$ cat src/rtl/nand_seq_pkg.sv
package nand_seq_pkg;
  localparam int TIME_W = 8;
  localparam int RD_W   = 4;
  localparam int NBANK  = 4;
  localparam int BANK_W = $clog2(NBANK);
  localparam int BUS_W  = 16;

  typedef enum logic [1:0] {REQ_CMD = 2'd0, REQ_ADDR = 2'd1, REQ_WR = 2'd2, REQ_RD = 2'd3} req_e;
  typedef enum logic [1:0] {PH_IDLE, PH_SETUP, PH_STROBE, PH_HOLD} phase_e;
  typedef enum logic [1:0] {LAST_NONE, LAST_CMD, LAST_ADDR} last_e;

  typedef struct packed {
    logic [TIME_W-1:0] tset;
    logic [TIME_W-1:0] thold;
    logic [TIME_W-1:0] twait;
    logic [TIME_W-1:0] thiz;
    logic [RD_W-1:0]   tclr;
    logic [RD_W-1:0]   tar;
    logic              wide;
    logic [BANK_W-1:0] bank;
  } cfg_t;
endpackage

$ cat src/rtl/nand_seq_cfg.sv
module nand_seq_cfg
  import nand_seq_pkg::*;
(
  input  logic clk_i,
  input  logic rst_ni,
  input  logic we_i,
  input  cfg_t wr_i,
  input  logic take_i,
  output cfg_t live_o,
  output cfg_t act_o
);
  cfg_t live_q, act_q;

  always_ff @(posedge clk_i or negedge rst_ni) begin
    if (!rst_ni) begin
      live_q <= '0;
      act_q  <= '0;
    end else begin
      if (we_i)   live_q <= wr_i;
      if (take_i) act_q  <= live_q;
    end
  end

  assign live_o = live_q;
  assign act_o  = act_q;

  p_act_frozen_r11: assert property (@(posedge clk_i) disable iff (!rst_ni)
    !take_i |=> $stable(act_o));
endmodule

$ cat src/rtl/nand_seq_sync.sv
module nand_seq_sync #(
  parameter int STAGES = 2
) (
  input  logic clk_i,
  input  logic rst_ni,
  input  logic d_i,
  output logic q_o
);
  logic [STAGES-1:0] sh_q;

  generate
    if (STAGES == 1) begin : g_one
      always_ff @(posedge clk_i or negedge rst_ni) begin
        if (!rst_ni) sh_q <= '1;
        else         sh_q <= d_i;
      end
    end else begin : g_many
      always_ff @(posedge clk_i or negedge rst_ni) begin
        if (!rst_ni) sh_q <= '1;
        else         sh_q <= {sh_q[STAGES-2:0], d_i};
      end
    end
  endgenerate

  assign q_o = sh_q[STAGES-1];
endmodule

$ cat src/rtl/nand_seq_bank.sv
module nand_seq_bank
  import nand_seq_pkg::*;
(
  input  logic              clk_i,
  input  logic              rst_ni,
  input  logic              en_i,
  input  logic [BANK_W-1:0] bank_i,
  output logic [NBANK-1:0]  ce_no
);
  for (genvar i = 0; i < NBANK; i++) begin : g_ce
    always_ff @(posedge clk_i or negedge rst_ni) begin
      if (!rst_ni) ce_no[i] <= 1'b1;
      else         ce_no[i] <= !(en_i && bank_i == BANK_W'(i));
    end
  end

  p_ce_onehot_r8: assert property (@(posedge clk_i) disable iff (!rst_ni)
    $onehot0(~ce_no));
endmodule

$ cat src/rtl/nand_seq_fsm.sv
module nand_seq_fsm
  import nand_seq_pkg::*;
(
  input  logic              clk_i,
  input  logic              rst_ni,
  input  logic              req_valid_i,
  input  req_e              req_type_i,
  input  logic [BUS_W-1:0]  req_data_i,
  input  logic [TIME_W-1:0] live_thiz_i,
  input  logic              live_wide_i,
  input  logic [BANK_W-1:0] live_bank_i,
  input  cfg_t              act_i,
  input  logic              go_i,
  input  logic [BUS_W-1:0]  dq_i,
  output logic              ready_o,
  output logic              take_o,
  output logic              busy_nxt_o,
  output logic [BANK_W-1:0] bank_nxt_o,
  output logic              cle_o,
  output logic              ale_o,
  output logic              we_no,
  output logic              re_no,
  output logic              dq_oe_o,
  output logic [BUS_W-1:0]  dq_o,
  output logic              done_o,
  output logic [BUS_W-1:0]  rd_data_o
);
  localparam int HALF = BUS_W / 2;

  function automatic logic [BUS_W-1:0] narrow(input logic [BUS_W-1:0] d);
    return {{(BUS_W-HALF){1'b0}}, d[HALF-1:0]};
  endfunction

  phase_e            phase_q, phase_d;
  req_e              type_q, typ_d;
  last_e             last_q;
  logic [TIME_W-1:0] cnt_q, cnt_d, setup_end, hz_q;
  logic [BUS_W-1:0]  data_q;
  logic              accept, busy_d, last_strobe, leave_hold, oe_d;
  logic              cle_q, ale_q, we_nq, re_nq, oe_q, done_q;
  logic [BUS_W-1:0]  rd_q;

  assign accept = req_valid_i && phase_q == PH_IDLE;
  assign typ_d  = accept ? req_type_i : type_q;

  // read setup length depends on the latch that preceded it
  always_comb begin
    setup_end = act_i.tset;
    if (type_q == REQ_RD) begin
      unique case (last_q)
        LAST_CMD:  setup_end = TIME_W'(act_i.tclr);
        LAST_ADDR: setup_end = TIME_W'(act_i.tar);
        default:   setup_end = act_i.tset;
      endcase
    end
  end

  assign last_strobe = phase_q == PH_STROBE && go_i && cnt_q == act_i.twait;
  assign leave_hold  = phase_q == PH_HOLD && cnt_q == act_i.thold;

  always_comb begin
    phase_d = phase_q;
    cnt_d   = cnt_q + 1'b1;
    unique case (phase_q)
      PH_IDLE: begin
        cnt_d = '0;
        if (accept) phase_d = PH_SETUP;
      end
      PH_SETUP: if (cnt_q == setup_end) begin
        phase_d = PH_STROBE;
        cnt_d   = '0;
      end
      PH_STROBE: begin
        if (!go_i) cnt_d = '0;
        else if (last_strobe) begin
          phase_d = PH_HOLD;
          cnt_d   = '0;
        end
      end
      PH_HOLD: if (leave_hold) begin
        phase_d = PH_IDLE;
        cnt_d   = '0;
      end
      default: phase_d = PH_IDLE;
    endcase
  end

  assign busy_d = phase_d != PH_IDLE;

  always_comb begin
    oe_d = 1'b0;
    if (busy_d) begin
      if (accept)
        oe_d = req_type_i == REQ_CMD || req_type_i == REQ_ADDR ||
               (req_type_i == REQ_WR && live_thiz_i == '0);
      else if (type_q == REQ_WR)
        oe_d = oe_q || hz_q >= act_i.thiz;
      else
        oe_d = oe_q;
    end
  end

  always_ff @(posedge clk_i or negedge rst_ni) begin
    if (!rst_ni) begin
      phase_q <= PH_IDLE;
      cnt_q   <= '0;
      type_q  <= REQ_CMD;
      last_q  <= LAST_NONE;
      hz_q    <= '0;
      data_q  <= '0;
      cle_q   <= 1'b0;
      ale_q   <= 1'b0;
      we_nq   <= 1'b1;
      re_nq   <= 1'b1;
      oe_q    <= 1'b0;
      done_q  <= 1'b0;
      rd_q    <= '0;
    end else begin
      phase_q <= phase_d;
      cnt_q   <= cnt_d;
      if (accept) begin
        type_q <= req_type_i;
        hz_q   <= TIME_W'(1);
        data_q <= (req_type_i == REQ_WR && live_wide_i) ? req_data_i : narrow(req_data_i);
      end else if (hz_q != '1) begin
        hz_q <= hz_q + 1'b1;
      end
      if (leave_hold)
        last_q <= type_q == REQ_CMD  ? LAST_CMD :
                  type_q == REQ_ADDR ? LAST_ADDR : LAST_NONE;
      if (last_strobe && type_q == REQ_RD)
        rd_q <= act_i.wide ? dq_i : narrow(dq_i);
      cle_q  <= busy_d && typ_d == REQ_CMD;
      ale_q  <= busy_d && typ_d == REQ_ADDR;
      we_nq  <= !(phase_d == PH_STROBE && typ_d != REQ_RD);
      re_nq  <= !(phase_d == PH_STROBE && typ_d == REQ_RD);
      oe_q   <= oe_d;
      done_q <= leave_hold;
    end
  end

  assign ready_o    = phase_q == PH_IDLE;
  assign take_o     = accept;
  assign busy_nxt_o = busy_d;
  assign bank_nxt_o = accept ? live_bank_i : act_i.bank;
  assign cle_o      = cle_q;
  assign ale_o      = ale_q;
  assign we_no      = we_nq;
  assign re_no      = re_nq;
  assign dq_oe_o    = oe_q;
  assign dq_o       = data_q;
  assign done_o     = done_q;
  assign rd_data_o  = rd_q;

  p_latch_excl_r1: assert property (@(posedge clk_i) disable iff (!rst_ni)
    !(cle_o && ale_o));
  p_one_strobe_r3: assert property (@(posedge clk_i) disable iff (!rst_ni)
    !(!we_no && !re_no));
  p_hold_stable_r4: assert property (@(posedge clk_i) disable iff (!rst_ni)
    (phase_q == PH_HOLD && phase_d == PH_HOLD) |=>
      ($stable(dq_o) && $stable(cle_o) && $stable(ale_o) && $stable(dq_oe_o)));
  p_rd_no_drive_r5: assert property (@(posedge clk_i) disable iff (!rst_ni)
    (phase_q != PH_IDLE && type_q == REQ_RD) |-> !dq_oe_o);
  p_wait_holds_r7: assert property (@(posedge clk_i) disable iff (!rst_ni)
    (phase_q == PH_STROBE && !go_i) |=> phase_q == PH_STROBE);
  p_done_pulse_r10: assert property (@(posedge clk_i) disable iff (!rst_ni)
    done_o |=> !done_o);
  p_idle_quiet_r12: assert property (@(posedge clk_i) disable iff (!rst_ni)
    ready_o |-> (we_no && re_no && !dq_oe_o && !cle_o && !ale_o));
endmodule

$ cat src/rtl/nand_seq.sv
module nand_seq
  import nand_seq_pkg::*;
#(
  parameter int SYNC_STAGES = 2
) (
  input  logic              clk_i,
  input  logic              rst_ni,
  input  logic              cfg_we_i,
  input  logic [TIME_W-1:0] cfg_tset_i,
  input  logic [TIME_W-1:0] cfg_thold_i,
  input  logic [TIME_W-1:0] cfg_twait_i,
  input  logic [TIME_W-1:0] cfg_thiz_i,
  input  logic [RD_W-1:0]   cfg_tclr_i,
  input  logic [RD_W-1:0]   cfg_tar_i,
  input  logic              cfg_wide_i,
  input  logic [BANK_W-1:0] cfg_bank_i,
  input  logic              req_valid_i,
  input  logic [1:0]        req_type_i,
  input  logic [BUS_W-1:0]  req_data_i,
  output logic              req_ready_o,
  output logic              done_o,
  output logic [BUS_W-1:0]  rd_data_o,
  output logic              nand_cle_o,
  output logic              nand_ale_o,
  output logic [NBANK-1:0]  nand_ce_no,
  output logic              nand_we_no,
  output logic              nand_re_no,
  output logic [BUS_W-1:0]  nand_dq_o,
  output logic              nand_dq_oe_o,
  input  logic [BUS_W-1:0]  nand_dq_i,
  input  logic              nand_wait_ni
);
  cfg_t              wr_cfg, live_cfg, act_cfg;
  logic              take, busy_nxt, go;
  logic [BANK_W-1:0] bank_nxt;

  assign wr_cfg = '{tset: cfg_tset_i, thold: cfg_thold_i, twait: cfg_twait_i,
                    thiz: cfg_thiz_i, tclr: cfg_tclr_i, tar: cfg_tar_i,
                    wide: cfg_wide_i, bank: cfg_bank_i};

  nand_seq_cfg u_cfg (
    .clk_i, .rst_ni, .we_i(cfg_we_i), .wr_i(wr_cfg), .take_i(take),
    .live_o(live_cfg), .act_o(act_cfg)
  );

  nand_seq_sync #(.STAGES(SYNC_STAGES)) u_sync (
    .clk_i, .rst_ni, .d_i(nand_wait_ni), .q_o(go)
  );

  nand_seq_fsm u_fsm (
    .clk_i, .rst_ni,
    .req_valid_i, .req_type_i(req_e'(req_type_i)), .req_data_i,
    .live_thiz_i(live_cfg.thiz), .live_wide_i(live_cfg.wide), .live_bank_i(live_cfg.bank),
    .act_i(act_cfg), .go_i(go), .dq_i(nand_dq_i),
    .ready_o(req_ready_o), .take_o(take), .busy_nxt_o(busy_nxt), .bank_nxt_o(bank_nxt),
    .cle_o(nand_cle_o), .ale_o(nand_ale_o), .we_no(nand_we_no), .re_no(nand_re_no),
    .dq_oe_o(nand_dq_oe_o), .dq_o(nand_dq_o), .done_o, .rd_data_o
  );

  nand_seq_bank u_bank (
    .clk_i, .rst_ni, .en_i(busy_nxt), .bank_i(bank_nxt), .ce_no(nand_ce_no)
  );
endmodule

$ cat config.mk
export PLATFORM = sky130hd
export DESIGN_NAME = nand_seq
export DESIGN_NICKNAME = d
export VERILOG_FILES = /design/src/rtl/nand_seq_pkg.sv /design/src/rtl/nand_seq_cfg.sv /design/src/rtl/nand_seq_sync.sv /design/src/rtl/nand_seq_bank.sv /design/src/rtl/nand_seq_fsm.sv /design/src/rtl/nand_seq.sv
export SDC_FILE = /design/constraint.sdc
export NUM_CORES = 1
export LEC_CHECK = 0
export BUFFER_PORTS_ARGS = -buffer_cell sky130_fd_sc_hd__buf_2
export CAP_MARGIN = 20
export CORE_MARGIN = 2
export CORE_UTILIZATION = 50
export CTS_CLUSTER_SIZE = 25
export DETAILED_ROUTE_END_ITERATION = 8
export PLACE_DENSITY = 0.76
export SLEW_MARGIN = 25
export SYNTH_ARGS = -nofsm -noshare
export SYNTH_HDL_FRONTEND = slang
export SYNTH_SLANG_ARGS = --single-unit
$ cat constraint.sdc
create_clock -name clk_i -period 2 [get_ports clk_i]
set_input_delay 0.3 -clock clk_i [delete_from_list [all_inputs] [get_ports clk_i]]
set_output_delay 0.3 -clock clk_i [all_outputs]
set_load 0.02 [all_outputs]
==> results of run 1 <==
[worst max-delay path: cells and delay by family (launching register included)]
| kind | cells | cell delay (ns) |
|---|---|---|
| compound gates | 2 | 0.29 |
| fa+ha+maj | 1 | 0.29 |
| buf+inv | 2 | 0.27 |
| flops | 1 | 0.37 |
| simple gates | 4 | 0.80 |
[through the flow]
stage,std cells,hold slack [ns]
2_1_floorplan,602,0.004409
3_3_place_gp,890,0.2504
3_5_place_dp,890,0.2523
4_1_cts,931,0.05433
5_1_grt,935,0.05730
6_report,935,0.06889
[flip-flops by register name (all words and copies together), names as in the netlist]
name / count
u_fsm.ale_o: 1
u_fsm.hz_q: 8
u_cfg.live_o: 43
u_fsm.cle_o: 1
u_fsm.last_q: 2
u_sync.sh_q: 2
u_fsm.phase_q: 2
u_fsm.we_no: 1
u_fsm.dq_o: 16
u_bank.ce_no: 4
u_fsm.dq_oe_o: 1
u_cfg.act_o: 43
u_fsm.re_no: 1
u_fsm.done_o: 1
u_fsm.type_q: 2
u_fsm.rd_data_o: 16
u_fsm.cnt_q: 8
[report_power, final]
part	switching, mW	total [mW]	leakage [nW]	internal, mW
Sequential	0.675	4.70	1.84	4.02
Combinational	1.96	3.60	1.98	1.64
Clock	1.19	3.02	0.276	1.83
Total	3.82	11.3	4.10	7.49
[final cells by class]
cell class                 count  area share
clock buffer                  24     0.05899
clock inverter                 8    0.008406
inverter                      22     0.01036
multi-input combinational    396      0.3223
sequential                   152      0.4575
tap                          172     0.02582
timing repair buffer         161      0.1166
[synthesized netlist by cell type, types with 3 or more instances]
| cell | n | share of area |
|---|---|---|
| sky130_fd_sc_hd__nand2_1 | 159 | 0.090 |
| sky130_fd_sc_hd__dfrtp_1 | 144 | 0.55 |
| sky130_fd_sc_hd__mux2_2 | 49 | 0.084 |
| sky130_fd_sc_hd__inv_1 | 22 | 0.013 |
| sky130_fd_sc_hd__xnor2_1 | 21 | 0.028 |
| sky130_fd_sc_hd__clkbuf_1 | 19 | 0.011 |
| sky130_fd_sc_hd__nor2_1 | 17 | 0.0097 |
| sky130_fd_sc_hd__o21ai_0 | 15 | 0.011 |
| sky130_fd_sc_hd__nand3_1 | 14 | 0.011 |
| sky130_fd_sc_hd__ha_1 | 12 | 0.023 |
| sky130_fd_sc_hd__xor2_1 | 11 | 0.015 |
| sky130_fd_sc_hd__mux2i_1 | 10 | 0.015 |
| sky130_fd_sc_hd__a22o_1 | 8 | 0.011 |
| sky130_fd_sc_hd__buf_2 | 8 | 0.0061 |
| sky130_fd_sc_hd__dfstp_2 | 8 | 0.032 |
| sky130_fd_sc_hd__and3_1 | 7 | 0.0066 |
| sky130_fd_sc_hd__nor3_1 | 7 | 0.0053 |
| sky130_fd_sc_hd__a21oi_1 | 5 | 0.0038 |
| sky130_fd_sc_hd__nand4_1 | 5 | 0.0047 |
| sky130_fd_sc_hd__nor2b_1 | 5 | 0.0047 |
| sky130_fd_sc_hd__a22oi_1 | 4 | 0.0045 |
| sky130_fd_sc_hd__a31oi_1 | 4 | 0.0038 |
| sky130_fd_sc_hd__nand3b_1 | 3 | 0.0034 |
| sky130_fd_sc_hd__nor4_1 | 3 | 0.0028 |
| sky130_fd_sc_hd__o21a_1 | 3 | 0.0034 |
| sky130_fd_sc_hd__o31ai_1 | 3 | 0.0034 |
[layer usage]
layer / vias up / global-route usage
met5: - / 0
met2: 136 / 0.3473
met3: 14 / 0.04837
li1: 2310 / -
met4: 0 / 0.08854
met1: 2412 / 0.2972
[worst paths after layout]
kind / cells past startpoint / slack (ns) / endpoint / start
max: 9 / -0.15 / u_fsm.cnt_q[7] / u_fsm.last_q[0]
min in group asynchronous: 2 / 0.38 / u_fsm.rd_data_o[11] / rst_ni
min: 3 / 0.07 / u_fsm.dq_o[1] / req_data_i[1]
max reg2reg: 9 / -0.15 / u_fsm.cnt_q[7] / u_fsm.last_q[0]
max in group asynchronous: 3 / 0.95 / u_cfg.live_o[9] / rst_ni
min reg2reg: 0 / 0.37 / u_sync.sh_q[1] / u_sync.sh_q[0]
[timing repair]
| item | CTS | global route |
|---|---|---|
| hold buffers | 2 | 0 |
| setup buffers | 6 | 4 |
| cloned | 1 | 0 |
| pin swaps | 13 | 9 |
| endpoints found under the hold margin | 40 | 0 |
| setup endpoints to repair | 20 | 28 |
| gates resized for setup | 23 | 13 |
[cell families after synthesis]
logic type | Yosys count
and+or+nand+nor | 235
AOI/OAI and AO/OA | 56
muxes | 61
buffers and inverters | 54
DFF | 152
xor gates and xnor gates | 32
adders and majority gates | 12
==> impl_metrics.ini, run 1 <==
[drt]
dr.first_iter.drc_count = 252
met1_length_um = 6491
routed_antenna_nets = 0
dr_total_vias = 4872
via_per_inst = 5.211
wl_met2_um = 7165
total_wire_length_um = 14680
detailedRoute.firstPassIterationCount = 4
wl_met3_um = 817
routed_wire_length_per_instance_um = 15.70
drc_errors = 0
top_layer_used = met4

[synth]
synth_area_sq_um = 6606
syn_nets = 696
post_synth_num_cell_types = 55
synth.yosys.seq_area_share = 0.5773
synth_xor_xnor_area_share = 0.04242
synth_compound_gate_area_share = 0.05871
proportion_of_register_bits_with_asynchronous_set_or_reset_after_synthesis = 1.000
syn-instance-count = 602
dominantRegCellSynth = sky130_fd_sc_hd__dfrtp_1
yosys_register_bits = 152
yosys.area_share.simple = 0.1587
synthAdderAreaFrac = 0.02273
synthesis.area_per_instance_sq_um = 10.97
dominant_combinational_cell_family_by_area_after_synthesis = simple AND/OR/NAND/NOR gates
ys_warn_count = 0
synth_enable_flop_cells = 0
synth_mux_area_frac = 0.1032

[timing]
final_cycle_utilization_of_the_critical_path = 1.077
timing.clock.skew_ns = 0.006450
final.min_clock_period_ns = 2.154
rsz0062_at_grt = true
slew_headroom = 0.6012
clock.fmax_mhz = 464.2
total_negative_slack_for_setup_checks_ns = -1.679
final-max-slew-violation-count = 0
timing.final.hold_violations = 0
final_setup_violating_endpoints = 12
timing_worst_slew_pin_value_ns = 0.5932
setup_ws_ns = -0.1544

[cells_and_area]
register_area_sq_um = 3814
commonest_cells_after_routing_fill_and_taps_aside = 157 x sky130_fd_sc_hd__nand2_1, 144 x sky130_fd_sc_hd__dfrtp_1, 124 x sky130_fd_sc_hd__buf_2, 43 x sky130_fd_sc_hd__mux2_2, 26 x sky130_fd_sc_hd__buf_4
design_area_sq_um = 8335
num_antenna_cells = 0
finish.utilization = 0.6526
multi_input_comb_area_sq_um = 2686
post_route_cells_drive_above_1_share = 0.3617
nNetsFinal = 844
area_growth_syn_to_layout_pct = 26.17
layout_commonest_cell = sky130_fd_sc_hd__nand2_1
fillers = 988

[place]
dp_slack_ns = -0.1366
buffer_ports.inserted = 124
routabilityCongestion = 0.9004
post_dp_cell_area_sq_um = 7525
hpwl_um = 10280

[pwr]
total_power_mw = 11.31
vdd_ir_drop_max_v = 0.0006738
pwr_density_cell_nw_per_um2 = 1357
total_leakage_power_nw = 4.095

[clocking]
max-clock-path-buffers = 2
number_of_clock_buffers_inserted_by_tritoncts = 17
worst_setup_hold_path_clk_slew_ns = 0.06
clock_insertion_delay_worst_skew_ns = 0.42
cts.sink_count = 152
clock-root-buffer = sky130_fd_sc_hd__clkbuf_16
tritoncts = done
htree_levels = 4

[setup_path]
worstSetupEndpointType = flip-flop
max_stage_delay_ns = 0.37
worst_path_max_delay_cell = sky130_fd_sc_hd__dfrtp_1
start_kind = flip-flop
critPathRequiredTime_ns = 2.31
worst-setup-path-type = reg2reg
crit_path_max_fanout = 5
crit_arrival_ns = 2.47
worstPathCellList = inv_1 -> ha_1 -> nand3b_1 -> nand4_1 -> o221ai_2 -> o21ai_2 -> nor4_4 -> buf_2 -> nor2_1

[die]
die_height_um = 118.9
core_region_area_sq_um = 12770
design.portCount = 125
floorplan.initialDensity = 0.5172
fp.dieArea_sq_um = 14150
rows = 41
die_w_um = 118.9

[global_route]
grtUsageTotal = 0.2201
antenna_found_initial = 0
grt_pass1_vias = 5113
grt_start_max_net_pins = 65
gr-total-overflow = 0
grt_first_pass_wirelength_um = 24720

[run_status]
run_status = finished with violations
failed_checks = setup timing

[run]
maxCapViolations = 0

[min_path]
hold_path.class = in2reg
Power figures use the tool's default switching activity.
==> run 2, diff against run 1 <==
==> constraint.sdc (replaced) <==
create_clock -name clk_i -period 1.7 [get_ports clk_i]
set_input_delay 0.255 -clock clk_i [delete_from_list [all_inputs] [get_ports clk_i]]
set_output_delay 0.255 -clock clk_i [all_outputs]
set_load 0.02 [all_outputs]
==> impl_metrics.ini, run 2 (synthesis results as in run 1) <==
[die]
rows = 41
die_height_um = 118.9
design.portCount = 125
fp.dieArea_sq_um = 14150
floorplan.initialDensity = 0.5172
core_region_area_sq_um = 12770
die_w_um = 118.9

[timing]
clock.fmax_mhz = 459.8
timing.final.hold_violations = 0
final-max-slew-violation-count = 0
timing_worst_slew_pin_value_ns = 0.4267
final.min_clock_period_ns = 2.175
final_cycle_utilization_of_the_critical_path = 1.279
total_negative_slack_for_setup_checks_ns = -11.36
final_setup_violating_endpoints = 38
timing.clock.skew_ns = 0.007012
setup_ws_ns = -0.4748
slew_headroom = 0.7155
rsz0062_at_grt = true

[cells_and_area]
register_area_sq_um = 3815
post_route_cells_drive_above_1_share = 0.3901
area_growth_syn_to_layout_pct = 32.25
fillers = 879
finish.utilization = 0.6840
multi_input_comb_area_sq_um = 2755
nNetsFinal = 868
commonest_cells_after_routing_fill_and_taps_aside = 157 x sky130_fd_sc_hd__nand2_1, 143 x sky130_fd_sc_hd__dfrtp_1, 123 x sky130_fd_sc_hd__buf_2, 44 x sky130_fd_sc_hd__buf_4, 43 x sky130_fd_sc_hd__mux2_2
num_antenna_cells = 0
layout_commonest_cell = sky130_fd_sc_hd__nand2_1

[setup_path]
cpLargestDelayFamily = simple AND/OR/NAND/NOR gates
start_kind = flip-flop
timing.critical_path.buf_inv = 2
max_stage_delay_ns = 0.38
cp.depth = 9
critPathRequiredTime_ns = 2.01
worst_path_max_delay_cell = sky130_fd_sc_hd__dfrtp_1
crit_arrival_ns = 2.49
worstSetupEndpointType = flip-flop
crit_path_max_fanout = 5
worst-setup-path-type = reg2reg
worstRegToRegCells = 9
worstPathCellList = inv_1 -> ha_1 -> nand3b_1 -> nand4_1 -> o2bb2ai_1 -> o21ai_2 -> nor4_4 -> buf_4 -> nor2_1

[place]
hpwl_um = 10270
buffer_ports.inserted = 124
routabilityCongestion = 0.8407

[pwr]
vdd_ir_drop_max_v = 0.0006971
total_leakage_power_nw = 4.308
pwr_density_cell_nw_per_um2 = 1645

[drt]
dr.first_iter.drc_count = 334
dr_total_vias = 5051
routed_antenna_nets = 0
drc_errors = 0
total_wire_length_um = 15600
routed_wire_length_per_instance_um = 16.27
detailedRoute.firstPassIterationCount = 5
via_per_inst = 5.267

[run_status]
failed_checks = setup timing
run_status = finished with violations

[clocking]
clock_insertion_delay_worst_skew_ns = 0.42
cts.sink_count = 152
number_of_clock_buffers_inserted_by_tritoncts = 17
htree_levels = 4
tritoncts = done
max-clock-path-buffers = 2
worst_setup_hold_path_clk_slew_ns = 0.06
clock-root-buffer = sky130_fd_sc_hd__clkbuf_16

[global_route]
grt_first_pass_wirelength_um = 25080
grt_start_max_net_pins = 72
grtUsageTotal = 0.2244
antenna_found_initial = 0
gr-total-overflow = 0
grt_pass1_vias = 5242

[run]
maxCapViolations = 0

[min_path]
hold_path.class = in2reg
min_delay_path_depth = 3
==> run 2: cell types whose count changed in the layout (fill, tap and decap cells not counted), sizes merged <==
cell,change
buf,+23
bufinv,+4
clkbuf,+1
clkinv,-2
clkinvlp,-2
==> run 2: layer usage <==
layer | wire [um] | part of all wire | GRT usage | vias up
met1 | 6590 | 0.42 | 0.2786 | 2503
li1 | - | - | - | 2355
met3 | 704 | 0.045 | 0.04981 | 23
met2 | 8006 | 0.51 | 0.3750 | 170
met5 | 0 | 0 | 0 | -
met4 | 303 | 0.019 | 0.1019 | 0
==> run 2: per-stage QoR <==
stage               hold WS (ns)  instance area (sq um)  setup WS [ns]  instances  power [mW]
finish                   0.01682                   8737        -0.4748        959       14.37
global route             0.02122                   8737        -0.5690        959       15.20
CTS                      0.01026                   8522        -0.3420        949       14.04
detailed placement        0.1093                   7672        -0.4193        909       9.491
global placement          0.1074                   7672        -0.3376        909       9.255
floorplan               -0.04059                   6630        -0.2106        602       8.084
==> run 2: power by group <==
part | total, mW | internal, mW | switching, mW
sequential | 5.55 | 4.73 | 0.820
combinational | 4.63 | 2.12 | 2.51
clock | 4.19 | 2.79 | 1.40
==> run 2: layout make-up <==
type / instances / area share
clock buffer: 24 / 0.05743
clock inverter: 8 / 0.01890
inverter: 22 / 0.009881
multi-input combinational: 396 / 0.3153
sequential: 152 / 0.4366
tap: 172 / 0.02463
timing repair buffer: 185 / 0.1372
==> run 2: worst paths after layout <==
| check | start | endpoint | slack [ns] |
|---|---|---|---|
| worst max-delay path | u_fsm.last_q[0] | u_fsm.cnt_q[4] | -0.47 |
| worst min-delay path | req_data_i[4] | u_fsm.dq_o[4] | 0.02 |
| worst max register to register | u_fsm.last_q[0] | u_fsm.cnt_q[4] | -0.47 |
| worst min register to register | u_sync.sh_q[0] | u_sync.sh_q[1] | 0.36 |
| max in group asynchronous | rst_ni | u_fsm.dq_o[0] | 0.84 |
| min in group asynchronous | rst_ni | u_cfg.act_o[40] | 0.25 |
==> run 2: tightest hold or removal path, cell delays in order <==
cell and delay, ns:
sky130_fd_sc_hd__buf_2 0.07, sky130_fd_sc_hd__nand2_1 0.04, sky130_fd_sc_hd__nand2_1 0.04
==> run 2: repair_timing <==
| item | 4_1_cts | 5_1_grt |
|---|---|---|
| resized for setup | 27 | 27 |
| pin swaps | 13 | 10 |
| endpoints found under the hold margin | 74 | 0 |
| hold buffers | 2 | 0 |
| cloned | 0 | 2 |
| setup endpoints to repair | 39 | 39 |
| setup buffers | 6 | 8 |
==> run 3, diff against run 2 <==
==> constraint.sdc (replaced) <==
create_clock -name clk_i -period 1.7 [get_ports clk_i]
set_input_delay 0.17 -clock clk_i [delete_from_list [all_inputs] [get_ports clk_i]]
set_output_delay 0.17 -clock clk_i [all_outputs]
set_load 0.02 [all_outputs]
==> impl_metrics.ini, run 3 (synthesis results as in run 1) <==
[setup_path]
timing_endpoint_of_the_critical_path = u_fsm.we_no
worst-r2r-setup-slack_ns = -0.44
worstReg2RegStart = u_fsm.last_q[0]
max_stage_delay_ns = 0.39
critPathRequiredTime_ns = 2.05
start_kind = flip-flop
worstRegToRegCells = 9
worst-setup-path-type = reg2reg
crit_path_max_fanout = 5
timing.critical_path.buf_inv = 2
cp.depth = 9
worstSetupEndpointType = flip-flop
startpoint = u_fsm.last_q[0]
cpLargestDelayFamily = simple AND/OR/NAND/NOR gates
worstPathCellList = inv_2 -> ha_4 -> nand3b_1 -> o21a_1 -> o32ai_2 -> nand2_2 -> buf_6 -> nor4_4 -> o21bai_1
worst_path_max_delay_cell = sky130_fd_sc_hd__dfrtp_1
regToRegEndpoint = u_fsm.we_no
crit_arrival_ns = 2.50

[die]
fp.dieArea_sq_um = 14150
die_height_um = 118.9
design.portCount = 125
core_region_area_sq_um = 12770
die_w_um = 118.9
floorplan.initialDensity = 0.5172
rows = 41

[clocking]
cts.sink_count = 152
tritoncts = done
htree_levels = 4
clock-root-buffer = sky130_fd_sc_hd__clkbuf_16
number_of_clock_buffers_inserted_by_tritoncts = 17
clock_insertion_delay_worst_skew_ns = 0.43
worst_setup_hold_path_clk_slew_ns = 0.06
max-clock-path-buffers = 2

[timing]
final_setup_violating_endpoints = 37
setup_ws_ns = -0.4437
final_cycle_utilization_of_the_critical_path = 1.261
final.hold.worst_slack_ns = 0.01103
slew_headroom = 0.6980
rsz0062_at_grt = true
timing_worst_slew_pin_value_ns = 0.4531
timing.clock.skew_ns = 0.008652
timing.final.hold_violations = 0
final-max-slew-violation-count = 0
final.min_clock_period_ns = 2.144
clock.fmax_mhz = 466.5

[run]
maxCapViolations = 0

[pwr]
clock_network_power_share = 0.274
total_leakage_power_nw = 4.601
p_int_mw = 9.640
reg_power_frac = 0.382
net-switching-power_mw = 4.949
vdd_ir_drop_max_v = 0.0008195
comb_power_share = 0.344
power.share.switching = 0.3392
total_power_mw = 14.59
pwr_density_cell_nw_per_um2 = 1541

[place]
buffer_ports.inserted = 124
routabilityCongestion = 0.8548
hpwl_um = 10280
post_dp_cell_area_sq_um = 7672

[cells_and_area]
commonest_cells_after_routing_fill_and_taps_aside = 157 x sky130_fd_sc_hd__nand2_1, 143 x sky130_fd_sc_hd__dfrtp_1, 123 x sky130_fd_sc_hd__buf_2, 72 x sky130_fd_sc_hd__dlygate4sd3_1, 45 x sky130_fd_sc_hd__buf_4
finish.utilization = 0.7411
area_growth_syn_to_layout_pct = 43.30
num_antenna_cells = 0
nNetsFinal = 941
post_route_cells_drive_above_1_share = 0.3640
layout_commonest_cell = sky130_fd_sc_hd__nand2_1
design_area_sq_um = 9467

[drt]
dr_total_vias = 5482
total_wire_length_um = 17480
routed_wire_length_per_instance_um = 16.94
detailedRoute.firstPassIterationCount = 5
routed_antenna_nets = 0
dr.first_iter.drc_count = 424
via_per_inst = 5.312
wl_met3_um = 964
wl_met2_um = 9153
top_layer_used = met4
met1_length_um = 6927
drc_errors = 0

[global_route]
gr-total-overflow = 0
grtUsageTotal = 0.2462
grt_start_max_net_pins = 50
antenna_found_initial = 0
grt_pass1_vias = 5737
grt_first_pass_wirelength_um = 27520

[run_status]
failed_checks = setup timing
run_status = finished with violations

[min_path]
hold_path.class = in2reg
## run 3: worst min path at each step
stage | start | end | cells past startpoint
after CTS | nand_dq_i[8] | u_fsm.rd_data_o[8] | 3
final | nand_dq_i[8] | u_fsm.rd_data_o[8] | 3
after global routing | nand_dq_i[8] | u_fsm.rd_data_o[8] | 3
after floorplan | rst_ni | u_cfg.act_o[0] | 0
after global placement | rst_ni | u_cfg.live_o[31] | 1
after detailed placement | rst_ni | u_cfg.live_o[31] | 1
## run 3: layout make-up
cell class,count,area (sq um)
Clock inverter,8,145.1
Clock buffer,24,481.7
Fill cell,795,3307
Timing Repair Buffer,258,1929
Inverter,22,90.09
Tap cell,172,215.2
Sequential cell,152,3815
Multi-Input combinational cell,396,2790
## run 3: routing by layer
layer / up-vias / track usage
met2: 244 / 0.4325
met3: 45 / 0.04789
met5: - / 0
li1: 2502 / -
met1: 2691 / 0.2954
met4: 0 / 0.1034
## run 3: repair_timing
action,in CTS,in global routing
pin swaps,13,15
buffers inserted,8,11
cloned,1,0
resized for setup,44,22
endpoints found under the hold margin,114,0
setup endpoints to repair,38,41
hold buffers,72,0
## run 3: tightest hold or removal path, delay by kind of cell
family,cells,cell delay [ns]
buffers and inverters,1,0.10
and+or+nand+nor,1,0.06
muxes,1,0.07
## run 3: power by group through the flow
stage               Combinational [mW]  Clock, mW  Sequential [mW]
global placement                  3.77          0             5.49
finish                            5.02       4.00             5.57
global route                      5.45       4.22             5.68
CTS                               4.53       4.04             5.51
detailed placement                3.96          0             5.53
floorplan                         2.44          0             5.65
## run 3: metrics by stage
stage,instances,worst slack [ns],TNS (ns)
global placement,909,-0.3293,-7.817
CTS,1022,-0.3679,-8.427
detailed placement,909,-0.4505,-10.55
finish,1032,-0.4437,-9.344
global route,1032,-0.5855,-12.56
floorplan,602,-0.2106,-3.514
